[src/rtl/pcis_pkg.sv]
package pcis_pkg;

   typedef enum logic [2:0] {
      ST_IDLE  = 3'd0,
      ST_ADDR  = 3'd1,
      ST_TURN  = 3'd2,
      ST_DATA  = 3'd3,
      ST_ABORT = 3'd4,
      ST_DONE  = 3'd5
   } pcis_state_e;

   function automatic logic st_active(input pcis_state_e s);
      return (s == ST_ADDR) || (s == ST_TURN) || (s == ST_DATA);
   endfunction

endpackage

[src/rtl/pcis_beat_ctr.sv]
module pcis_beat_ctr #(
   parameter int MAX_BEATS = 16,
   localparam int BEAT_W = $clog2(MAX_BEATS + 1)
) (
   input  logic              clk,
   input  logic              rst_n,
   input  logic              load,
   input  logic [BEAT_W-1:0] load_val,
   input  logic              dec,
   output logic              last
);

   logic [BEAT_W-1:0] remain_q;

   always_ff @(posedge clk or negedge rst_n) begin
      if (!rst_n) begin
         remain_q <= '0;
      end else if (load) begin
         remain_q <= (load_val == '0) ? BEAT_W'(1) : load_val;
      end else if (dec && (remain_q != '0)) begin
         remain_q <= remain_q - BEAT_W'(1);
      end
   end

   assign last = (remain_q <= BEAT_W'(1));

endmodule

[src/rtl/pcis_devsel_timer.sv]
module pcis_devsel_timer #(
   parameter int ABORT_CLKS = 4,
   localparam int CNT_W = $clog2(ABORT_CLKS + 2)
) (
   input  logic clk,
   input  logic rst_n,
   input  logic start,
   input  logic run,
   input  logic devsel,
   output logic fire
);

   logic [CNT_W-1:0] silent_q;
   logic             claimed_q;

   always_ff @(posedge clk or negedge rst_n) begin
      if (!rst_n) begin
         silent_q  <= '0;
         claimed_q <= 1'b0;
      end else if (start) begin
         silent_q  <= '0;
         claimed_q <= 1'b0;
      end else if (run && !claimed_q) begin
         if (devsel) begin
            claimed_q <= 1'b1;
         end else if (silent_q != CNT_W'(ABORT_CLKS)) begin
            silent_q <= silent_q + CNT_W'(1);
         end
      end
   end

   // The window ends at the edge that would make the silent count exceed the limit.
   assign fire = run && !claimed_q && !devsel && (silent_q == CNT_W'(ABORT_CLKS));

endmodule

[src/rtl/pcis_lane_regs.sv]
module pcis_lane_regs #(
   parameter int DATA_W = 32,
   localparam int BE_W = DATA_W / 8
) (
   input  logic              clk,
   input  logic              rst_n,
   input  logic              ld_addr,
   input  logic [DATA_W-1:0] addr,
   input  logic [BE_W-1:0]   cmd,
   input  logic              ld_beat,
   input  logic [DATA_W-1:0] wdata,
   input  logic [BE_W-1:0]   wbe,
   input  logic              ld_rdbe,
   output logic [DATA_W-1:0] ad_q,
   output logic [BE_W-1:0]   cbe_q
);

   for (genvar ln = 0; ln < BE_W; ln++) begin : g_lane
      logic [7:0] byte_q;
      logic       en_q;

      always_ff @(posedge clk or negedge rst_n) begin
         if (!rst_n) begin
            byte_q <= '0;
            en_q   <= 1'b0;
         end else if (ld_addr) begin
            byte_q <= addr[ln*8 +: 8];
            en_q   <= cmd[ln];
         end else if (ld_beat) begin
            byte_q <= wdata[ln*8 +: 8];
            en_q   <= wbe[ln];
         end else if (ld_rdbe) begin
            en_q   <= 1'b1;
         end
      end

      assign ad_q[ln*8 +: 8] = byte_q;
      assign cbe_q[ln]       = en_q;
   end

endmodule

[src/rtl/pcis_rd_capture.sv]
module pcis_rd_capture #(
   parameter int DATA_W = 32
) (
   input  logic              clk,
   input  logic              rst_n,
   input  logic              cap,
   input  logic              fill,
   input  logic [DATA_W-1:0] ad_in,
   output logic [DATA_W-1:0] rd_data,
   output logic              rd_valid
);

   always_ff @(posedge clk or negedge rst_n) begin
      if (!rst_n) begin
         rd_data  <= '0;
         rd_valid <= 1'b0;
      end else begin
         rd_valid <= cap || fill;
         if (fill) begin
            rd_data <= '1;
         end else if (cap) begin
            rd_data <= ad_in;
         end
      end
   end

endmodule

[src/rtl/pcis_initiator.sv]
module pcis_initiator
   import pcis_pkg::*;
#(
   parameter int DATA_W     = 32,
   parameter int MAX_BEATS  = 16,
   parameter int ABORT_CLKS = 4,
   localparam int BE_W   = DATA_W / 8,
   localparam int BEAT_W = $clog2(MAX_BEATS + 1)
) (
   input  logic              clk,
   input  logic              rst_n,
   input  logic              req_valid,
   output logic              req_ready,
   input  logic              req_write,
   input  logic [DATA_W-1:0] req_addr,
   input  logic [BE_W-1:0]   req_cmd,
   input  logic [BEAT_W-1:0] req_beats,
   input  logic [DATA_W-1:0] wr_data,
   input  logic [BE_W-1:0]   wr_be,
   output logic              wr_pop,
   output logic [DATA_W-1:0] rd_data,
   output logic              rd_valid,
   output logic              done,
   output logic              aborted,
   output logic              bus_frame,
   output logic              bus_irdy,
   output logic [DATA_W-1:0] bus_ad_o,
   output logic              bus_ad_oe,
   input  logic [DATA_W-1:0] bus_ad_i,
   output logic [BE_W-1:0]   bus_cbe,
   output logic              bus_cbe_oe,
   input  logic              bus_devsel,
   input  logic              bus_trdy
);

   initial begin : p_param_check
      assert (DATA_W >= 8 && (DATA_W % 8) == 0)
         else $fatal(1, "DATA_W must be a whole number of bytes");
      assert (MAX_BEATS >= 1)
         else $fatal(1, "MAX_BEATS must be at least 1");
      assert (ABORT_CLKS >= 1)
         else $fatal(1, "ABORT_CLKS must be at least 1");
   end

   pcis_state_e state_q, state_d;
   logic        write_q;
   logic        abort_q;
   logic        accept;
   logic        run;
   logic        fire;
   logic        last_beat;
   logic        beat_done;

   assign accept    = (state_q == ST_IDLE) && req_valid;
   assign run       = st_active(state_q);
   assign beat_done = (state_q == ST_DATA) && bus_trdy && !fire;

   always_comb begin
      state_d = state_q;
      unique case (state_q)
         ST_IDLE:  if (accept) state_d = ST_ADDR;
         ST_ADDR:  state_d = fire ? ST_ABORT : (write_q ? ST_DATA : ST_TURN);
         ST_TURN:  state_d = fire ? ST_ABORT : ST_DATA;
         ST_DATA: begin
            if (fire) state_d = ST_ABORT;
            else if (beat_done && last_beat) state_d = ST_DONE;
         end
         ST_ABORT: state_d = ST_DONE;
         ST_DONE:  state_d = ST_IDLE;
         default:  state_d = ST_IDLE;
      endcase
   end

   always_ff @(posedge clk or negedge rst_n) begin
      if (!rst_n) begin
         state_q <= ST_IDLE;
         write_q <= 1'b0;
         abort_q <= 1'b0;
      end else begin
         state_q <= state_d;
         if (accept) begin
            write_q <= req_write;
            abort_q <= 1'b0;
         end else if (fire) begin
            abort_q <= 1'b1;
         end
      end
   end

   pcis_beat_ctr #(.MAX_BEATS(MAX_BEATS)) u_beats (
      .clk      (clk),
      .rst_n    (rst_n),
      .load     (accept),
      .load_val (req_beats),
      .dec      (beat_done),
      .last     (last_beat)
   );

   pcis_devsel_timer #(.ABORT_CLKS(ABORT_CLKS)) u_timer (
      .clk    (clk),
      .rst_n  (rst_n),
      .start  (accept),
      .run    (run),
      .devsel (bus_devsel),
      .fire   (fire)
   );

   assign wr_pop = write_q && !fire &&
                   ((state_q == ST_ADDR) || (beat_done && !last_beat));

   pcis_lane_regs #(.DATA_W(DATA_W)) u_lanes (
      .clk     (clk),
      .rst_n   (rst_n),
      .ld_addr (accept),
      .addr    (req_addr),
      .cmd     (req_cmd),
      .ld_beat (wr_pop),
      .wdata   (wr_data),
      .wbe     (wr_be),
      .ld_rdbe (!write_q && (state_q == ST_ADDR)),
      .ad_q    (bus_ad_o),
      .cbe_q   (bus_cbe)
   );

   pcis_rd_capture #(.DATA_W(DATA_W)) u_rdcap (
      .clk      (clk),
      .rst_n    (rst_n),
      .cap      (beat_done && !write_q),
      .fill     ((state_q == ST_ABORT) && !write_q),
      .ad_in    (bus_ad_i),
      .rd_data  (rd_data),
      .rd_valid (rd_valid)
   );

   assign req_ready  = (state_q == ST_IDLE);
   assign done       = (state_q == ST_DONE);
   assign aborted    = (state_q == ST_DONE) && abort_q;
   assign bus_frame  = (state_q == ST_ADDR) || (state_q == ST_TURN) ||
                       ((state_q == ST_DATA) && !last_beat);
   assign bus_irdy   = (state_q == ST_DATA) || (state_q == ST_ABORT);
   assign bus_ad_oe  = (state_q == ST_ADDR) || ((state_q == ST_DATA) && write_q);
   assign bus_cbe_oe = run || (state_q == ST_ABORT);

endmodule

[config.mk]
export PLATFORM = sky130hd
export DESIGN_NAME = pcis_initiator
export DESIGN_NICKNAME = d
export VERILOG_FILES = /design/src/rtl/pcis_pkg.sv /design/src/rtl/pcis_beat_ctr.sv /design/src/rtl/pcis_devsel_timer.sv /design/src/rtl/pcis_lane_regs.sv /design/src/rtl/pcis_rd_capture.sv /design/src/rtl/pcis_initiator.sv
export SDC_FILE = /design/constraint.sdc
export NUM_CORES = 1
export LEC_CHECK = 0
export ABC_AREA = 0
export BUFFER_PORTS_ARGS = -buffer_cell sky130_fd_sc_hd__buf_2
export CORE_ASPECT_RATIO = 0.6
export CORE_MARGIN = 1.5
export CORE_UTILIZATION = 26
export CTS_CLUSTER_SIZE = 24
export DETAILED_ROUTE_END_ITERATION = 8
export HOLD_SLACK_MARGIN = 0.06
export PLACE_DENSITY = 0.54
export REMOVE_ABC_BUFFERS = 1
export SETUP_SLACK_MARGIN = 0.1
export SLEW_MARGIN = 20
export SYNTH_ARGS = -nofsm -noshare
export SYNTH_HDL_FRONTEND = slang
export SYNTH_SLANG_ARGS = --single-unit
export TNS_END_PERCENT = 1
[constraint.sdc]
create_clock -name clk -period 2.4 [get_ports clk]
set_input_delay 0.36 -clock clk [delete_from_list [all_inputs] [get_ports clk]]
set_output_delay 0.36 -clock clk [all_outputs]
set_load 0.005 [all_outputs]
# After elaboration in Yosys (flattened, before gate mapping)
# Index checks and enable logic that the tools add are counted.
dict set report classes {
  n_lt_le_gt_ge 1
  add_sub_neg 2
  mux 38
  reduce_logical 44
  n_eq_ne 10
}
# cell n
set op_table {}
lappend op_table {{32-bit 2-to-1 mux} 2}
lappend op_table {{8-bit 2-to-1 mux} 8}
lappend op_table {{3-bit 2-to-1 mux} 9}
lappend op_table {{1-bit logical AND} 17}
lappend op_table {{1-bit 2-to-1 mux} 15}
lappend op_table {{5-bit 2-to-1 mux} 3}
lappend op_table {{3-bit one-hot mux with 5 select lines} 1}
lappend op_table {{2-bit nonzero test} 7}
lappend op_table {{3-bit == test, second input constant} 3}
lappend op_table {{1-bit logical OR} 8}
lappend op_table {{3-bit by 2-bit == test with 1-bit output, second input constant} 2}
lappend op_table {{3-bit inequality test, second input constant} 2}
lappend op_table {{5-bit by 1-bit less-or-equal comparator with 1-bit output, second input constant} 1}
lappend op_table {{1-bit logical NOT} 5}
lappend op_table {{5-bit logical NOT} 1}
lappend op_table {{5-bit nonzero test} 1}
lappend op_table {{5-bit by 1-bit subtractor with 5-bit output, second input constant} 1}
lappend op_table {{2-bit by 1-bit inequality test with 1-bit output, second input constant} 2}
lappend op_table {{2-bit AND reduction} 2}
lappend op_table {{3-bit by 1-bit adder with 3-bit output, second input constant} 1}
lappend op_table {{3-bit by 1-bit == test with 1-bit output, second input constant} 1}
lappend op_table {{3-bit logical NOT} 1}
lappend op_table {{3-bit AND reduction} 1}
lappend op_table {{3-bit nonzero test} 1}
dict set report word_totals {
  output_inout_bits 77
  wordCells 111
  regBits 83
}

# Longest topological paths before layout
# Gate-level depths: netlist (run 1).
dict set report logic_depth {
  depth_word 13
  ltp_mapped 8
  ltp_nobuf 6
}

# Cells and area by module
# Synthesis (run 1) repeated with hierarchy kept, for this count alone.
dict set report unflattened {
  cells_unflattened 377
  area_unflattened_um2 4127.7
}
# module n_inst cells_per_inst area_per_inst_um2
set by_module_without_submodules {}
lappend by_module_without_submodules {pcis_lane_regs 1 165 1793.0}
lappend by_module_without_submodules {pcis_rd_capture 1 109 1396.3}
lappend by_module_without_submodules {pcis_initiator 1 44 372.9}
lappend by_module_without_submodules {pcis_beat_ctr 1 35 332.8}
lappend by_module_without_submodules {pcis_devsel_timer 1 24 232.7}

# Least setup slack after synthesis (run 1)
# OpenSTA, ideal clock, no wires.
dict set report synth_path {
  path_type {register -> output}
  from {reg u_timer.silent_q[0]}
  to {out wr_pop}
  stages_incl_launch_ff 9
  required_ns 2.040
  n_path_buf 2
  setup_slack_ns 0.311
  t_arrival_ns 1.729
  cell_sequence {dfrtp_1 -> inv_1 -> ha_1 -> nor4bb_2 -> buf_4 -> a211oi_2 -> o21ai_4 -> buf_4 -> inv_1}
}
dict set report synth_between {
  elab_chain_cells 7
  elab_cells_between_ends 8
}
# item line_no
set synth_lines {}
lappend synth_lines {{start, declared} pcis_devsel_timer.sv:13} ;# logic [CNT_W-1:0] silent_q;
lappend synth_lines {{start signal, assigned} pcis_devsel_timer.sv:27} ;# silent_q <= silent_q + CNT_W'(1);
lappend synth_lines {{3-bit == test *} pcis_devsel_timer.sv:33} ;# assign fire = run && !claimed_q && !devsel && (silent_q == CNT_W'(ABORT_CLKS));
lappend synth_lines {{1-bit logical AND *} pcis_devsel_timer.sv:33}
lappend synth_lines {{1-bit logical NOT *} {pcis_initiator.sv:56, pcis_initiator.sv:108}}
lappend synth_lines {{1-bit logical AND} pcis_initiator.sv:56} ;# assign beat_done = (state_q == ST_DATA) && bus_trdy && !fire;
lappend synth_lines {{1-bit logical AND} pcis_initiator.sv:109} ;# ((state_q == ST_ADDR) || (beat_done && !last_beat));
lappend synth_lines {{1-bit logical OR} pcis_initiator.sv:109}
lappend synth_lines {{1-bit logical AND *} pcis_initiator.sv:108} ;# assign wr_pop = write_q && !fire &&
lappend synth_lines {{end, declared} pcis_initiator.sv:20} ;# output logic wr_pop,
# Mark *: on every way between the ends. The rest lies on a longest branch, timed or not.

# Worst setup path in the final report (run 1)
dict set report layout_path {
  from {reg u_timer.silent_q[1]}
  to {out wr_pop}
}
# The elaborated chain is that of the path after synthesis.

==> flow_summary.ini, run 1 <==
[clocking]
clk_latency_ns = 0.33
cts_buffer_depth = 2
cts_tree = yes
root_buffer = clkbuf_16
cts_max_level = 3
cts.reportedPaths.clkPinSlew_ns = 0.06
clock_sinks = 83
cts_buffers = 9

[synthesis]
synth_area_leaders = dfrtp_1, nand2_1, nand4_1, o211ai_2, nand3_1
synth_cell_types = 45
yosys.area.top_type = dfrtp_1
avgSynthCellArea_um2 = 9.34
ys_seq_elements = 83
postSynthCellCount = 445
ys_seq_area_share_pct = 50.0
syn_area_um2 = 4160
yosysTopAreaCellShare_pct = 50.0
yosysWarnings = 0

[run]
cap_violations = 0

[sta]
tightestPinTransition_ns = 0.625
period_share_pct = 90.4
setup_viol = 0
period_minus_slack_ns = 2.17
slew_headroom_pct = 57.8
hold_viol = 0
slew_viol_final = 0
fin_ws_ns = 0.230
fmax_mhz = 461
skew_ns = 0.0103
rsz0062_at_grt = no
fin_setup_tns_ns = 0

[finish]
antenna_cells = 0
final_cell_mix = buf_2, nand2_1, dfrtp_1
final_common_cell = buf_2
syn2layout_area_growth_pct = 37.7
instances_no_fill = 842
nNetsFinal = 754
nFillCells = 1616
drive_gt1_share_pct = 41.3
fin_util_pct = 36.9

[detailed_routing]
drt_iter0_markers = 248
post_drt_wl_per_cell_um = 15.4
drt_first_pass_iters = 6
vias = 3989
ant_nets = 0
drc = 17
routed_wirelength_um = 13000
routed_via_density = 4.74

[grt]
antenna_found_initial = 0
grt_pass1_wl_um = 20900
grt_max_degree = 45
first_global_vias = 4013
track_usage_pct = 15.7
overflow = 0

[setup_path]
reg2reg_setup_slack_ns = 0.34
cp-start-kind = flop
r2r_cells = 9
crit_chain = inv_2, ha_4, nor4bb_4, buf_4, a211oi_2, o21ai_4, inv_1, buf_2
r2r_end = u_lanes.g_lane[0].byte_q[6]
max_stage_delay_ns = 0.38
cp_data_arrival_time_ns = 1.81
r2r-start = u_timer.silent_q[1]
end_kind = output port
cp_max_fo = 4
crit_slowest_cell = dfrtp_1
required_ns = 2.04
path_buf_inv = 4
crit_type = reg2out
worst-path-stages = 8
path_delay_family = buffers and inverters

[place]
dp_slack_ns = 0.312
portBuffers = 191
gp_congestion = 0.833
hpwl_um = 9430
place_inst = 820

[min_path]
hold_path_class = in2reg
whs_endpoint = write_q
hold_depth = 3
hp-start = req_write

[pwr]
ir_drop_v = 0.000378
p_per_area_nw_per_um2 = 1220
p_leak_nw = 2.95

[status]
violations = design-rule violations
status = complete, but fails checks

[floorplanning]
design.core.area_um2 = 15500
die_y_um = 101
die_area_um2 = 16800
initial_core_util_pct = 26.8
rows = 35
die_w_um = 166
io_pins = 192
## sequential cells by signal, summed over array words and instances (netlist names)
register / count
u_lanes.g_lane.byte_q: 32
state_q: 3
u_beats.remain_q: 5
abort_q: 1
u_timer.claimed_q: 1
u_lanes.g_lane.en_q: 4
u_rdcap.rd_data: 32
u_timer.silent_q: 3
u_rdcap.rd_valid: 1
write_q: 1
## how the worst max path moves through the flow
stage / from / to / slack [ns]
2_1_floorplan: state_q[2] / u_beats.remain_q[0] / -1.23
3_3_place_gp: u_timer.silent_q[0] / wr_pop / 0.36
3_5_place_dp: u_timer.silent_q[0] / u_lanes.g_lane[3].en_q / 0.31
4_1_cts: u_timer.silent_q[1] / wr_pop / 0.11
5_1_grt: u_timer.silent_q[1] / wr_pop / 0.10
6_report: u_timer.silent_q[1] / wr_pop / 0.23
## logic make-up after synthesis
group / after synthesis / synth area share [%]
AO/OA/AOI/OAI: 63 / 13.5
XOR/XNOR: 6 / 1.26
adder cells (fa/ha/maj): 5 / 1.51
buffers and inverters: 77 / 8.58
flip-flops: 83 / 50.0
multiplexers: 3 / 0.753
AND/OR/NAND/NOR: 208 / 24.4
## cell type report
| type | instances | area [um^2] | area share, % |
|---|---|---|---|
| Clock buffer | 9 | 225 | 3.94 |
| Sequential cell | 83 | 2080 | 36.3 |
| Clock inverter | 7 | 73.8 | 1.29 |
| Tap cell | 203 | 254 | 4.44 |
| Timing Repair Buffer | 215 | 1180 | 20.6 |
| Inverter | 40 | 150 | 2.62 |
| Multi-Input combinational cell | 285 | 1760 | 30.8 |
## report_power, final
part	internal, mW	switching, mW
logic	1.46	1.63
clock network	0.814	0.595
registers	2.07	0.443
total	4.34	2.66
## routing by layer
layer,wire [um],track usage (%),part of all wire (%),vias up
met5,0,0,0,-
met4,125,3.32,0.96,0
met3,1230,5.58,9.4,13
met2,5570,24.2,43,168
met1,6080,21.3,47,1901
li1,-,-,-,1907
## synth_stat cells (all sizes together)
library cell / number
a2111o: 2
a2111oi: 1
a211oi: 2
a21oi: 5
a31oi: 2
and2: 2
and4b: 1
buf: 29
clkbuf: 8
dfrtp: 83
ha: 5
inv: 40
mux2: 1
mux2i: 2
nand2: 106
nand2b: 5
nand3: 33
nand4: 32
nand4b: 1
nand4bb: 1
nor2: 7
nor2b: 1
nor3: 7
nor3b: 1
nor4: 4
nor4b: 2
nor4bb: 1
o211ai: 32
o21ai: 9
o21bai: 2
o221a: 4
o31ai: 3
o32ai: 1
or3: 2
or3b: 1
or4: 1
xnor2: 6
## stage by stage
stage	cell area [um^2]	hold WS, ns	power, mW
after floorplan	3950	0.0644	4.11
after global routing	5720	0.229	7.60
after global placement	5340	0.395	5.46
after detailed placement	5340	0.400	5.56
after CTS	5690	0.220	7.08
final	5720	0.233	7.01
## tightest hold or removal path, cell delays in order
cell and delay, ns:
buf_2 0.08, nand2_1 0.03, o21ai_0 0.05
## repair_timing
action,CTS,global route
pin swaps,1,3
hold buffers,1,0
endpoints found under the hold margin,39,0
gates resized for setup,2,5
setup endpoints to repair,1,1
buffers inserted,4,1
(Power assumes the default switching activity.)
==> run 2: changes to the inputs <==
--- a/config.mk
+++ b/config.mk
@@ -9,11 +9,11 @@
 export BUFFER_PORTS_ARGS = -buffer_cell sky130_fd_sc_hd__buf_2
 export CORE_ASPECT_RATIO = 0.6
 export CORE_MARGIN = 1.5
-export CORE_UTILIZATION = 26
+export CORE_UTILIZATION = 35
 export CTS_CLUSTER_SIZE = 24
 export DETAILED_ROUTE_END_ITERATION = 8
 export HOLD_SLACK_MARGIN = 0.06
-export PLACE_DENSITY = 0.54
+export PLACE_DENSITY = 0.67
 export REMOVE_ABC_BUFFERS = 1
 export SETUP_SLACK_MARGIN = 0.1
 export SLEW_MARGIN = 20
==> run 2 against run 1 <==
Effect of this change: the run now ends clean; routed wire length fell by 5.7%; combinational power shrank 2%; core utilization increased by 12 points; final area shrank 1.3%; register-to-register slack got worse by 0.14 ns; die area fell by 25%; critical endpoint unchanged.
==> flow_summary.ini, run 2 (synthesized netlist as in run 1, its figures left out) <==
[status]
status = finished, final reports clean

[setup_path]
required_ns = 2.04
r2r-start = u_timer.silent_q[1]
cp-start-kind = flop
path_buf_inv = 4
critPathCapture = wr_pop
path_delay_family = buffers and inverters
path_common_cell = inv_1
crit_path_start = u_timer.silent_q[1]
reg2reg_setup_slack_ns = 0.20
crit_type = reg2out
cp_data_arrival_time_ns = 1.86
crit_chain = inv_1, ha_4, nor4bb_4, buf_4, a211oi_2, o21ai_4, inv_1, buf_2
worst-path-stages = 8
crit_slowest_cell = dfrtp_1
cp_max_fo = 4
r2r_end = u_lanes.g_lane[0].byte_q[7]
max_stage_delay_ns = 0.40
r2r_cells = 10
end_kind = output port

[pwr]
ir_drop_v = 0.000500
p_leak_nw = 2.94
p_per_area_nw_per_um2 = 1230
total_power_mw = 6.93

[detailed_routing]
drc = 0
drt_iter0_markers = 230
post_drt_wl_per_cell_um = 15.4
vias = 4016
drt_first_pass_iters = 4
routed_via_density = 5.04
routed_wirelength_um = 12300
ant_nets = 0

[place]
gp_congestion = 0.790
hpwl_um = 8900
dp_slack_ns = 0.283
portBuffers = 191
place_inst = 775
placed_area_um2 = 5260

[finish]
top_regs = u_lanes.g_lane.byte_q: 32 flops, u_rdcap.rd_data: 32 flops, u_beats.remain_q: 5 flops
instances_no_fill = 797
final_common_cell = buf_2
fin_util_pct = 49.3
antenna_cells = 0
final_area_um2 = 5650
final_cell_mix = buf_2, nand2_1, dfrtp_1
nNetsFinal = 752
syn2layout_area_growth_pct = 36.0
drive_gt1_share_pct = 41.1

[grt]
antenna_found_initial = 1
first_global_vias = 3948
track_usage_pct = 19.9
grt_max_degree = 50
overflow = 0
grt_pass1_wl_um = 19500

[sta]
period_share_pct = 92.4
skew_ns = 0.00645
setup_viol = 0
tightestPinTransition_ns = 0.502
slew_headroom_pct = 66.5
rsz0062_at_grt = yes
slew_viol_final = 0
period_minus_slack_ns = 2.22
hold_viol = 0
hold_ws_ns = 0.242
fin_ws_ns = 0.184
fmax_mhz = 451
fin_setup_tns_ns = 0

[clocking]
root_buffer = clkbuf_16
cts_buffer_depth = 2
cts_buffers = 9
cts.reportedPaths.clkPinSlew_ns = 0.06
cts_tree = yes
clock_sinks = 83
cts_max_level = 3
clk_latency_ns = 0.33

[floorplanning]
initial_core_util_pct = 36.3
design.core.area_um2 = 11400
io_pins = 192
die_y_um = 87.4
die_w_um = 144
die_area_um2 = 12600
rows = 30

[min_path]
hold_path_class = in2reg

[run]
cap_violations = 0
[run 2: tightest hold or removal path: cells and delay by family]
kind / cells / cell delay, ns
AND/OR/NAND/NOR: 2 / 0.10
buffers and inverters: 1 / 0.07
[run 2: layout make-up]
type,count,area (um^2)
well taps,160,200
repair buffers,213,1150
flip-flops and latches,83,2080
clock inverters,7,77.6
fillers,1081,5800
inverters,40,150
multi-input cells,285,1770
clock buffers,9,225
[run 2: report_power, final]
| part | internal, mW | total [mW] | switching [mW] | leakage, nW |
|---|---|---|---|---|
| clock network | 0.813 | 1.38 | 0.569 | 0.146 |
| registers | 2.07 | 2.53 | 0.465 | 1.01 |
| logic | 1.42 | 3.02 | 1.60 | 1.79 |
| total | 4.30 | 6.93 | 2.64 | 2.94 |
[run 2: what timing repair did]
item                       CTS  global route
setup endpoints to repair    1            34
setup buffers                3             2
hold buffers                 1             0
hold endpoints to repair    34             0
pin swaps                    1             0
cloned                       0             0
resized for setup            2             5
[run 2: per-layer routing]
layer  up-vias  share of wire, %  wire (um)  GRT usage (%)
met2       173                46       5620           31.9
met1      1928                45       5560           26.4
met4         2              0.63         77           4.36
met3         9               8.1        993           6.27
li1       1904                 -          -              -
met5         -              0.11         13              0
[run 2: how the worst min path moves through the flow]
stage            startpoint                  end  slack (ns)  depth (start not counted)
2_1_floorplan         rst_n              abort_q        0.06                          0
3_3_place_gp          rst_n  u_rdcap.rd_data[25]        0.35                          1
3_5_place_dp          rst_n  u_rdcap.rd_data[10]        0.35                          1
4_1_cts        bus_ad_i[24]  u_rdcap.rd_data[24]        0.23                          3
5_1_grt        bus_ad_i[14]  u_rdcap.rd_data[14]        0.24                          3
6_report       bus_ad_i[24]  u_rdcap.rd_data[24]        0.24                          3
